$ cat src/rtl/bfix_pkg.sv
package bfix_pkg;

    localparam int WORD_W = 32;
    localparam int LANE_W = $clog2(WORD_W);

    typedef enum logic [2:0] {
        ST_IDLE  = 3'd0,
        ST_MERGE = 3'd1,
        ST_READ  = 3'd2,
        ST_CAPT  = 3'd3,
        ST_WRITE = 3'd4
    } rmw_state_e;

    function automatic logic [WORD_W-1:0] lane_mask(input logic [LANE_W-1:0] lane);
        return WORD_W'(1) << lane;
    endfunction

    function automatic bit is_pow2(input int v);
        return (v > 0) && ((v & (v - 1)) == 0);
    endfunction

endpackage

$ cat src/rtl/bfix_queue.sv
module bfix_queue #(
    parameter int ENTRY_W = 12,
    parameter int DEPTH   = 8
) (
    input  logic               clk,
    input  logic               rst,
    input  logic               push,
    input  logic [ENTRY_W-1:0] din,
    input  logic               pop,
    output logic [ENTRY_W-1:0] dout,
    output logic               empty,
    output logic               full
);
    localparam int PTR_W = (DEPTH > 1) ? $clog2(DEPTH) : 1;
    localparam int CNT_W = $clog2(DEPTH + 1);

    logic [ENTRY_W-1:0] slots [DEPTH];
    logic [PTR_W-1:0]   wr_ptr, rd_ptr;
    logic [CNT_W-1:0]   count;

    function automatic logic [PTR_W-1:0] bump(input logic [PTR_W-1:0] p);
        return (p == PTR_W'(DEPTH - 1)) ? '0 : p + PTR_W'(1);
    endfunction

    assign empty = (count == '0);
    assign full  = (count == CNT_W'(DEPTH));
    assign dout  = slots[rd_ptr];

    always_ff @(posedge clk) begin
        if (rst) begin
            wr_ptr <= '0;
            rd_ptr <= '0;
            count  <= '0;
        end else begin
            if (push) begin
                slots[wr_ptr] <= din;
                wr_ptr        <= bump(wr_ptr);
            end
            if (pop) begin
                rd_ptr <= bump(rd_ptr);
            end
            if (push && !pop) begin
                count <= count + CNT_W'(1);
            end else if (pop && !push) begin
                count <= count - CNT_W'(1);
            end
        end
    end

    AST_QUEUE_NO_OVERFLOW: assert property (@(posedge clk) disable iff (rst)
        push |-> !full);
    AST_QUEUE_NO_UNDERFLOW: assert property (@(posedge clk) disable iff (rst)
        pop |-> !empty);

endmodule

$ cat src/rtl/bfix_locate.sv
module bfix_locate
    import bfix_pkg::*;
#(
    parameter int N_CHUNKS   = 8,
    parameter int CHUNK_BITS = 1024,
    parameter int CHUNK_W    = $clog2(N_CHUNKS),
    parameter int OFS_W      = $clog2(CHUNK_BITS),
    parameter int COL_W      = $clog2(N_CHUNKS * (CHUNK_BITS / WORD_W))
) (
    input  logic [CHUNK_W-1:0] chunk,
    input  logic [OFS_W-1:0]   ofs,
    output logic [COL_W-1:0]   col,
    output logic [WORD_W-1:0]  mask
);
    localparam int WPC    = CHUNK_BITS / WORD_W;
    localparam int WIDX_W = OFS_W - LANE_W;

    logic [WIDX_W-1:0] word_idx;
    logic [LANE_W-1:0] lane;

    assign word_idx = ofs[OFS_W-1:LANE_W];
    assign lane     = ofs[LANE_W-1:0];
    assign mask     = lane_mask(lane);

    generate
        if (is_pow2(N_CHUNKS) && is_pow2(WPC) && (CHUNK_W + WIDX_W == COL_W)) begin : g_concat
            assign col = {chunk, word_idx};
        end else begin : g_mul
            assign col = COL_W'(chunk) * COL_W'(WPC) + COL_W'(word_idx);
        end
    endgenerate

endmodule

$ cat src/rtl/bfix_rmw_fsm.sv
module bfix_rmw_fsm
    import bfix_pkg::*;
#(
    parameter int CHUNK_W = 3,
    parameter int COL_W   = 8
) (
    input  logic               clk,
    input  logic               rst,
    input  logic               q_empty,
    input  logic [COL_W-1:0]   head_col,
    input  logic [WORD_W-1:0]  head_mask,
    input  logic [CHUNK_W-1:0] head_chunk,
    input  logic               head_last,
    output logic               q_pop,
    output logic               buf_rd_en,
    output logic               buf_wr_en,
    output logic [COL_W-1:0]   buf_col,
    input  logic [WORD_W-1:0]  buf_rdata,
    output logic [WORD_W-1:0]  buf_wdata,
    output logic [CHUNK_W-1:0] fix_chunk,
    output logic               busy,
    output logic               done
);
    rmw_state_e         state, state_nx;
    logic [COL_W-1:0]   col_q;
    logic [WORD_W-1:0]  mask_q;
    logic [WORD_W-1:0]  data_q;
    logic [CHUNK_W-1:0] chunk_q;
    logic               last_q;
    logic               done_q;
    logic               load_new;
    logic               merge_in;

    always_comb begin
        state_nx = state;
        load_new = 1'b0;
        merge_in = 1'b0;
        unique case (state)
            ST_IDLE: begin
                if (!q_empty) begin
                    load_new = 1'b1;
                    state_nx = ST_MERGE;
                end
            end
            ST_MERGE: begin
                if (!q_empty && head_col == col_q) begin
                    merge_in = 1'b1;
                end else begin
                    state_nx = ST_READ;
                end
            end
            ST_READ:  state_nx = ST_CAPT;
            ST_CAPT:  state_nx = ST_WRITE;
            ST_WRITE: begin
                if (!q_empty) begin
                    load_new = 1'b1;
                    state_nx = ST_MERGE;
                end else begin
                    state_nx = ST_IDLE;
                end
            end
            default:  state_nx = ST_IDLE;
        endcase
    end

    assign q_pop = load_new || merge_in;

    always_ff @(posedge clk) begin
        if (rst) begin
            state   <= ST_IDLE;
            col_q   <= '0;
            mask_q  <= '0;
            data_q  <= '0;
            chunk_q <= '0;
            last_q  <= 1'b0;
            done_q  <= 1'b0;
        end else begin
            state  <= state_nx;
            done_q <= (state == ST_WRITE) && q_empty && last_q;
            if (load_new) begin
                col_q   <= head_col;
                mask_q  <= head_mask;
                chunk_q <= head_chunk;
                last_q  <= (state == ST_WRITE) ? (last_q | head_last) : head_last;
            end else if (merge_in) begin
                mask_q <= mask_q | head_mask;
                last_q <= last_q | head_last;
            end else if (state == ST_WRITE) begin
                last_q <= 1'b0;
            end
            if (state == ST_CAPT) begin
                data_q <= buf_rdata;
            end
        end
    end

    assign buf_rd_en = (state == ST_READ);
    assign buf_wr_en = (state == ST_WRITE);
    assign buf_col   = col_q;
    assign buf_wdata = data_q ^ mask_q;
    assign fix_chunk = chunk_q;
    assign busy      = (state != ST_IDLE);
    assign done      = done_q;

    AST_RW_EXCLUSIVE: assert property (@(posedge clk) disable iff (rst)
        !(buf_rd_en && buf_wr_en));
    AST_WRITE_FOLLOWS_READ: assert property (@(posedge clk) disable iff (rst)
        buf_wr_en |-> $past(buf_rd_en, 2));
    AST_WRITE_SAME_COL: assert property (@(posedge clk) disable iff (rst)
        buf_wr_en |-> buf_col == $past(buf_col, 2));
    AST_WRITE_CHANGES_WORD: assert property (@(posedge clk) disable iff (rst)
        buf_wr_en |-> buf_wdata != $past(buf_rdata));
    AST_DONE_AFTER_WRITE: assert property (@(posedge clk) disable iff (rst)
        done |-> $past(buf_wr_en));
    AST_DONE_SINGLE: assert property (@(posedge clk) disable iff (rst)
        done |=> !done);
    AST_IDLE_SILENT: assert property (@(posedge clk) disable iff (rst)
        !busy |-> !buf_rd_en && !buf_wr_en);
    AST_CHUNK_HELD: assert property (@(posedge clk) disable iff (rst)
        buf_wr_en |-> $stable(fix_chunk));

endmodule

$ cat src/rtl/bit_fix_rmw.sv
module bit_fix_rmw
    import bfix_pkg::*;
#(
    parameter int N_CHUNKS    = 8,
    parameter int CHUNK_BITS  = 1024,
    parameter int QUEUE_DEPTH = 8,
    parameter int CHUNK_W     = $clog2(N_CHUNKS),
    parameter int OFS_W       = $clog2(CHUNK_BITS),
    parameter int COL_W       = $clog2(N_CHUNKS * (CHUNK_BITS / 32))
) (
    input  logic               clk,
    input  logic               rst,
    input  logic               pos_valid,
    output logic               pos_ready,
    input  logic [CHUNK_W-1:0] pos_chunk,
    input  logic [OFS_W-1:0]   pos_ofs,
    input  logic               pos_last,
    output logic               buf_rd_en,
    output logic               buf_wr_en,
    output logic [COL_W-1:0]   buf_col,
    input  logic [31:0]        buf_rdata,
    output logic [31:0]        buf_wdata,
    output logic [CHUNK_W-1:0] fix_chunk,
    output logic               busy,
    output logic               done
);
    localparam int ENTRY_W = CHUNK_W + OFS_W + 1;

    logic               q_push, q_pop, q_empty, q_full;
    logic [ENTRY_W-1:0] q_din, q_dout;
    logic [CHUNK_W-1:0] head_chunk;
    logic [OFS_W-1:0]   head_ofs;
    logic               head_last;
    logic [COL_W-1:0]   head_col;
    logic [WORD_W-1:0]  head_mask;

    assign pos_ready = !q_full;
    assign q_push    = pos_valid && pos_ready;
    assign q_din     = {pos_chunk, pos_ofs, pos_last};
    assign {head_chunk, head_ofs, head_last} = q_dout;

    bfix_queue #(
        .ENTRY_W (ENTRY_W),
        .DEPTH   (QUEUE_DEPTH)
    ) u_queue (
        .clk   (clk),
        .rst   (rst),
        .push  (q_push),
        .din   (q_din),
        .pop   (q_pop),
        .dout  (q_dout),
        .empty (q_empty),
        .full  (q_full)
    );

    bfix_locate #(
        .N_CHUNKS   (N_CHUNKS),
        .CHUNK_BITS (CHUNK_BITS),
        .CHUNK_W    (CHUNK_W),
        .OFS_W      (OFS_W),
        .COL_W      (COL_W)
    ) u_locate (
        .chunk (head_chunk),
        .ofs   (head_ofs),
        .col   (head_col),
        .mask  (head_mask)
    );

    bfix_rmw_fsm #(
        .CHUNK_W (CHUNK_W),
        .COL_W   (COL_W)
    ) u_fsm (
        .clk        (clk),
        .rst        (rst),
        .q_empty    (q_empty),
        .head_col   (head_col),
        .head_mask  (head_mask),
        .head_chunk (head_chunk),
        .head_last  (head_last),
        .q_pop      (q_pop),
        .buf_rd_en  (buf_rd_en),
        .buf_wr_en  (buf_wr_en),
        .buf_col    (buf_col),
        .buf_rdata  (buf_rdata),
        .buf_wdata  (buf_wdata),
        .fix_chunk  (fix_chunk),
        .busy       (busy),
        .done       (done)
    );

    AST_READY_WHEN_ROOM: assert property (@(posedge clk) disable iff (rst)
        !pos_ready |-> busy);

endmodule

$ cat config.mk
export PLATFORM = sky130hd
export DESIGN_NAME = bit_fix_rmw
export DESIGN_NICKNAME = d
export VERILOG_FILES = /design/src/rtl/bfix_pkg.sv /design/src/rtl/bfix_queue.sv /design/src/rtl/bfix_locate.sv /design/src/rtl/bfix_rmw_fsm.sv /design/src/rtl/bit_fix_rmw.sv
export SDC_FILE = /design/constraint.sdc
export NUM_CORES = 1
export LEC_CHECK = 0
export BUFFER_PORTS_ARGS = -buffer_cell sky130_fd_sc_hd__buf_2
export CAP_MARGIN = 10
export CORE_MARGIN = 3
export CORE_UTILIZATION = 30
export DETAILED_ROUTE_END_ITERATION = 16
export HOLD_SLACK_MARGIN = 0.06
export PLACE_DENSITY = 0.57
export SLEW_MARGIN = 30
export SYNTH_ARGS = -nofsm -noshare
export SYNTH_HDL_FRONTEND = slang
export SYNTH_SLANG_ARGS = --single-unit
$ cat constraint.sdc
create_clock -name clk -period 4.75 [get_ports clk]
set_input_delay 0.2375 -clock clk [delete_from_list [all_inputs] [get_ports clk]]
set_output_delay 0.2375 -clock clk [all_outputs]
set_load 0.02 [all_outputs]
==> qor.txt <==
Synth top area share: 41.4%
post-cts repair resize count: 0
Post-synth EDFFs: 112
Place WS: 0.877 ns
Combinational Power Share: 27.7%
Peak VDD IR: 230 uV
Crit Path Category: register to register
Main synth FF type: edfxtp_1
largest net degree at the start of global routing: 64
Hold Vio Cnt, Final: 0
CTS Buffer Depth: 3
number of port buffers: 96
Hold WS: 0.100 ns
maximum fanout along the worst path: 21
Die ar.: 29,100 sq um
largest family of logic cells by synthesized area: multiplexers
Vias/cell: 4.64
I/O pin count: 97
Vias: 5,051
startpoint types: register
#FFs+latches synth: 202
fillcell total: 2,481
syn_nets: 657
max-cap violations: 0
# Post-CTS Setup Buffers: 0
residual DRC count: 0
Reg clk slew, reported paths: 0.06 ns
HPWL Detailed: 11.5 mm
simple-gate share of the synthesized area: 8.48%
gp weighted congestion: 0.726
Slew HR: 34.3%
CTS Root Cell: clkbuf_16
register cell area after layout: 5170 sq um
P_int: 3.44 mW
DIE HEIGHT: 171 um
P_leak: 3.75 nW
register area share after synthesis: 63.6%
Final ANT Viol Nets: 0
CP Data Arrival Time: 4.30 ns
Slew Limit Fails: 0
Skew-Pair Late Insertion Delay: 0.50 ns
post-route setup TNS: 0 ns
Switching Fraction: 32.4%
number of setup violations in the final report: 0
Worst setup EP type: register
outcome: finished clean
TritonRoute pass-1 iters: 4
CTS tree: done
WP data required: 5.18 ns
share of layout cells above drive strength 1: 24.4%
detailed router's first-iteration violation count: 259
clock share of power: 30.0%
Synth Area in XOR/XNOR: 4.73%
Synth-to-Final Area Change: 23.8%
Worst-Margin Slew: 0.982 ns
Core Rows: 59
clock sink total: 202
share of flip-flops with an asynchronous set or reset: 0%
Post-Syn Area: 8130 sq um
initial antenna violation count: 3
Power Total: 5.09 mW
hold_sp: pos_ofs[5]
cells after synthesis: 600
vias in the first global route: 5,035
Hold Buf Count CTS: 45
min Tclk post-route: 3.87 ns
post-synthesis mux area share: 11.0%
nets@finish: 792
RSZ-0062 raised after global routing: no
Total Routed Length: 17.6 mm
most frequent cells after synthesis: edfxtp_1 (112), dfxtp_1 (90), nand2_1 (82)
CTS buffer count: 21
core area: 26,400 sq um
Synth area leaders: edfxtp_1 (41%), dfxtp_1 (22%), mux4_2 (6.1%), xor2_1 (4.1%), a32o_1 (3.9%)
Avg Inst Size Synth: 13.5 sq um
Hold WC Path Type: input pin to register
multi-input logic area: 2810 sq um
Congestion Overflow GR: 0
crit share post-route: 81.5%
P_sw: 1.65 mW
setup slack after layout: 0.880 ns
Ys Warns: 0
Synth area leader: edfxtp_1
PD cells: 505 nW/um^2
first-pass GRT wire length: 27.8 mm
Synth cell types: 47
Post-Synth Adder-Cell Area: 1.32%
Reg power frac: 42.2%
most frequent cell after synthesis: edfxtp_1
Fmax achieved: 258 MHz
clk_skew: 0.0127 ns
Die W: 171 um
Design Area, Final: 10,100 sq um
Synth Area in Compound Gates: 8.07%
Clock H-tree levels: 1
placed cell areas: 8960 sq um
routed len/inst: 16.2 um
Starting Density: 30.8%
Tot GR Track Use: 12.1%
cell usage in the layout, fill, tap and decap left out, types with 22 or more instances in the layout:
cell type and instances:
a21oi_1 44, a32o_1 32, buf_2 96, dfxtp_1 89
dlygate4sd3_1 45, edfxtp_1 112, mux2i_1 26, mux4_2 22
nand2_1 82, nor2_1 30, xor2_1 38
power groups by stage:
| stage | Combinational [mW] | Sequential, mW | Clock (mW) |
|---|---|---|---|
| 2_1_floorplan | 1.12 | 2.14 | 0 |
| 3_3_place_gp | 1.38 | 2.19 | 0 |
| 3_5_place_dp | 1.39 | 2.19 | 0 |
| 4_1_cts | 1.42 | 2.15 | 1.58 |
| 5_1_grt | 1.57 | 2.17 | 1.65 |
| 6_report | 1.41 | 2.15 | 1.53 |
final cells by class:
class | count | area share [%]
Tap cell | 335 | 4.17
Multi-Input combinational cell | 355 | 27.9
Timing Repair Buffer | 150 | 9.92
Inverter | 5 | 0.211
Sequential cell | 202 | 51.3
Clock buffer | 26 | 5.41
Antenna cell | 3 | 0.0746
Clock inverter | 12 | 0.995
layer usage:
| layer | vias to the layer above | share of wire [%] | global-route usage [%] |
|---|---|---|---|
| met5 | - | 0 | 0 |
| met4 | 0 | 2.1 | 3.25 |
| met3 | 25 | 5.4 | 2.63 |
| met2 | 112 | 46 | 19.6 |
| met1 | 2433 | 46 | 16.4 |
| li1 | 2481 | - | - |
metrics by stage:
stage	cells	util, %
2_1_floorplan	600	-
3_3_place_gp	1002	33.9
3_5_place_dp	1002	34.0
4_1_cts	1085	38.1
5_1_grt	1087	38.2
6_report	1088	38.2
worst max-delay path, stage by stage, from the launching register on:
cell and delay (ns):
dfxtp_1 0.67, buf_4 0.41, mux4_2 0.38, mux2i_4 0.17, xor2_1 0.23, nand4_2 0.13, o31ai_4 0.27, inv_4 0.08
ha_1 0.21, inv_1 0.13, ha_1 0.25, a21o_1 0.17, a21oi_1 0.17, xnor2_1 0.09, or3_1 0.30, a21oi_1 0.14
path summary, 6_finish.rpt:
check | depth (start not counted) | slack (ns) | end
worst max-delay path | 15 | 0.88 | u_queue.count[3]
worst min-delay path | 1 | 0.10 | u_queue.slots[0][6]
worst max register to register | 15 | 0.88 | u_queue.count[3]
worst min register to register | 2 | 0.46 | u_fsm.data_q[9]
flip-flops by register name, indices dropped and copies added (netlist names), 3 cells and up, named ones only:
signal           cells
u_fsm.buf_col        5
u_queue.count        4
u_queue.wr_ptr       3
u_fsm.fix_chunk      3
u_fsm.data_q        32
u_fsm.state          3
u_queue.slots      112
u_queue.rd_ptr       3
u_fsm.mask_q        32
cells by family after synthesis:
family                   after synthesis
XOR/XNOR                              43
AO/OA/AOI/OAI                         90
multiplexers                          58
adder cells (fa/ha/maj)                8
buffers and inverters                 43
flip-flops                           202
AND/OR/NAND/NOR                      156
Power figures use the tool's default switching activity.
